[config.mk]
export PLATFORM = sky130hd
export DESIGN_NAME = swallow_div
export DESIGN_NICKNAME = d
export VERILOG_FILES = /design/src/rtl/swallow_div.sv
export SDC_FILE = /design/constraint.sdc
export NUM_CORES = 1
export LEC_CHECK = 0
export BUFFER_PORTS_ARGS = -buffer_cell sky130_fd_sc_hd__buf_2
export CORE_ASPECT_RATIO = 0.7
export CORE_MARGIN = 8
export CORE_UTILIZATION = 53
export DETAILED_ROUTE_END_ITERATION = 8
export PLACE_DENSITY = 0.74
export SLEW_MARGIN = 20
export SYNTH_ARGS = -nofsm -noshare
export SYNTH_HDL_FRONTEND = slang
export SYNTH_SLANG_ARGS = --single-unit
[constraint.sdc]
create_clock -name pclk -period 3.5 [get_ports pclk]
set_input_delay 0.525 -clock pclk [delete_from_list [all_inputs] [get_ports pclk]]
set_output_delay 0.525 -clock pclk [all_outputs]
set_load 0.1 [all_outputs]
[src/rtl/swallow_div.sv]
module swallow_div #(
  parameter bit AUX_LOOP = 1'b0,
  parameter int MAIN_W   = 11,
  parameter int SW_W     = AUX_LOOP ? 3 : 5
) (
  input  logic              pclk,
  input  logic              rst_n,
  input  logic              pwr_dn,
  input  logic [SW_W-1:0]   swallow_a,
  input  logic [MAIN_W-1:0] main_b,
  output logic              mod_ctrl,
  output logic              div_out
);

  logic [MAIN_W-1:0] mcnt;
  logic [SW_W-1:0]   scnt;
  logic              frame_end;

  assign frame_end = (mcnt == '0);
  assign mod_ctrl  = |scnt;

  always_ff @(posedge pclk or negedge rst_n) begin
    if (!rst_n) begin
      mcnt    <= '0;
      scnt    <= '0;
      div_out <= 1'b0;
    end else if (pwr_dn) begin
      mcnt    <= '0;
      scnt    <= '0;
      div_out <= 1'b0;
    end else if (frame_end) begin
      mcnt    <= main_b - 1'b1;
      scnt    <= swallow_a;
      div_out <= 1'b1;
    end else begin
      mcnt    <= mcnt - 1'b1;
      if (scnt != '0) scnt <= scnt - 1'b1;
      div_out <= 1'b0;
    end
  end

endmodule


==> out/qor.txt <==
Worst-path clk slew: 0.10 ns
Yosys top cell area share: 39.86%
Area Overhead vs Synth: 11.72%
Relative slew slack: 67.29%
Min-delay worst type: primary input to async pin
Clk_skew: 0.003431 ns
Leak: 0.5339 nW
WL per Instance: 14.80 um
Top layer reached by signal wires: met4
Utilization after layout: 63.75%
Mapped Cells: 121
Crit-path max FO: 7
Core Area: 1871 um^2
Syn Nets: 143
Sink Count: 17
Root buf cell: clkbuf_4
TritonRoute pass-1 iters: 4
Global-route wire length before repair: 4098 um
Routed length on met3: 143 um
CTS max path bufs: 2
CTS tree: built
CTS Hold Bufs: 0
Final setup vio count: 0
Sequential share of the synthesized area: 39.86%
Slew Viols, Final: 0
Critical path arrival: 2.65 ns
Synth area leader: dfrtp_1
Pwr/cell area: 1051 nW/um^2
Status: finished clean
Final min period: 2.455 ns
Pre-CTS WS: 1.077 ns
DIE AREA: 3729 um^2
Yosys cell types: 36
Hold Fails Final Rpt: 0
Fmax: 0.4073 GHz
Unrepaired setup endpoints after global routing: false
Drt via density: 5.826
Post-CTS Resized: 0
RD Place Congestion: 0.8726
Vias in the first global route: 903
Reg2Reg Setup Slack: 1.04 ns
Worst-skew pair later-pin latency: 0.28 ns
Number of buffers created by CTS: 3
Dpl hpwl: 1829 um
Setup_tns: 0 ns
Die W: 69.64 um
Metal2 WL: 979 um
Detailed Route Iter0 Violations: 75
Initial Util: 57.06%
FF+latch count, synth: 17
Critical Path Sink Type: flip-flop
FF/Latch Area: 425.4 um^2
Multi-input gate area: 593.1 um^2
Maximum vdd drop: 0.7095 mV
H-tree depth: 1
M1 WL: 1249 um
Inserted Diodes: 0
Final nets: 162
Ranking of synthesized cells by area: dfrtp_1 (40%), a21oi_1 (8.4%), nor2_1 (5.6%)
Setup ws final: 1.045 ns
Ports: 21
Antenna violations before repair: 0
Die Y: 53.55 um
Post-Syn Area: 1067 um^2
Type of the worst setup path: flip-flop to flip-flop
Yosys Warn Count: 0
Post-Syn Area per Cell: 8.820 um^2
Final worst-path cycle share: 70.16%
Vias: 938
Post-DRT Antenna Nets: 0
FILL cells: 172
WP data required: 3.70 ns
MaxCap Viol Count: 0
Rows: 13
DRC errors left: 0
Port-buffer cells: 20
WL final: 2382 um
Final Power: 1.254 mW
Share of cells above drive strength 1: 20.86%
GRT Total Usage: 13.35%
Largest net degree at the start of global routing: 20
Setup crit start kind: flip-flop
Congestion Overflow GR: 0
Tightest Pin Transition: 0.4940 ns
Setup bufs post-CTS: 0
[registers in the layout, summed over array words and instances, names as in the netlist]
signal	flops
mcnt	11
scnt	5
div_out	1
[final timing paths]
kind,depth (start not counted),to,from
hold / removal,1,mcnt[2]$_DFF_PN0_,rst_n
hold reg to reg,2,mcnt[0]$_DFF_PN0_,mcnt[0]$_DFF_PN0_
min in group pclk,3,scnt[0]$_DFFE_PN0P_,swallow_a[0]
setup reg to reg,8,mcnt[6]$_DFF_PN0_,mcnt[9]$_DFF_PN0_
max in group asynchronous,1,mcnt[7]$_DFF_PN0_,rst_n
setup / recovery,8,mcnt[6]$_DFF_PN0_,mcnt[9]$_DFF_PN0_
[area by class of cell]
| cell class | count | area share (%) |
|---|---|---|
| Tap cell | 22 | 2.309 |
| Clock inverter | 1 | 0.4197 |
| Clock buffer | 3 | 1.889 |
| Timing Repair Buffer | 21 | 9.024 |
| Inverter | 3 | 0.9444 |
| Multi-Input combinational cell | 94 | 49.74 |
| Sequential cell | 17 | 35.68 |
[cell usage after synthesis, drive strengths merged]
library cell,number
buf,5
a311oi,1
o32ai,1
a41o,1
a31o,1
nor4,4
or3,3
o21ai,2
nor2b,2
o211ai,1
xnor2,2
or4,3
ha,3
nor2,16
a2111oi,2
o31ai,1
nor3,9
o22a,1
dfrtp,17
a21oi,19
nand2,8
nand2b,1
nand3b,2
clkbuf,2
a211oi,1
nand3,2
a31oi,1
xor2,6
inv,3
nand4,1
[layer usage]
layer	global-route usage (%)	vias up
li1	-	475
met1	18.53	428
met2	20.76	33
met3	4.404	2
met4	0.9967	0
met5	0	-
[logic make-up (layout without fill, tap and decap cells)]
logic type	count (synthesis)	in the layout	share of synthesized area, %
simple gates	51	51	24.62
compound gates	32	32	20.87
flops	17	17	39.86
buf+inv	10	28	4.571
xor+xnor	8	8	6.565
fa+ha+maj	3	3	3.517
[power by group]
part | switching, mW | internal [mW]
clock | 0.0604 | 0.0424
sequential | 0.0709 | 0.274
combinational | 0.502 | 0.304
[metrics by stage]
step	cell area (um^2)	hold slack, ns	cells
finish	1192	0.1384	161
CTS	1192	0.1432	161
global route	1192	0.1601	161
floorplan	1067	0.2294	121
detailed placement	1165	0.4628	157
global placement	1165	0.4662	157
[worst max-delay path: stages (launching register included)]
cell	delay, ns
dfrtp_1	0.42
or4_1	0.69
nor3_4	0.26
a21oi_1	0.12
ha_1	0.22
nand2b_1	0.18
or3_1	0.17
nor3_1	0.06
o32ai_1	0.25
[cell usage in the layout, fill, tap and decap left out, types with 3 or more instances in the layout]
cell type	netlist	routed
or4_1	3	3
dfrtp_1	17	17
nor4_1	4	4
clkbuf_4	0	3
xor2_1	6	6
or3_1	3	3
nor3_1	8	8
a21oi_1	18	18
ha_1	3	3
inv_1	3	3
nor2_1	16	16
buf_2	3	20
nand2_1	8	8
No activity file was read; power rests on OpenSTA's default activity.
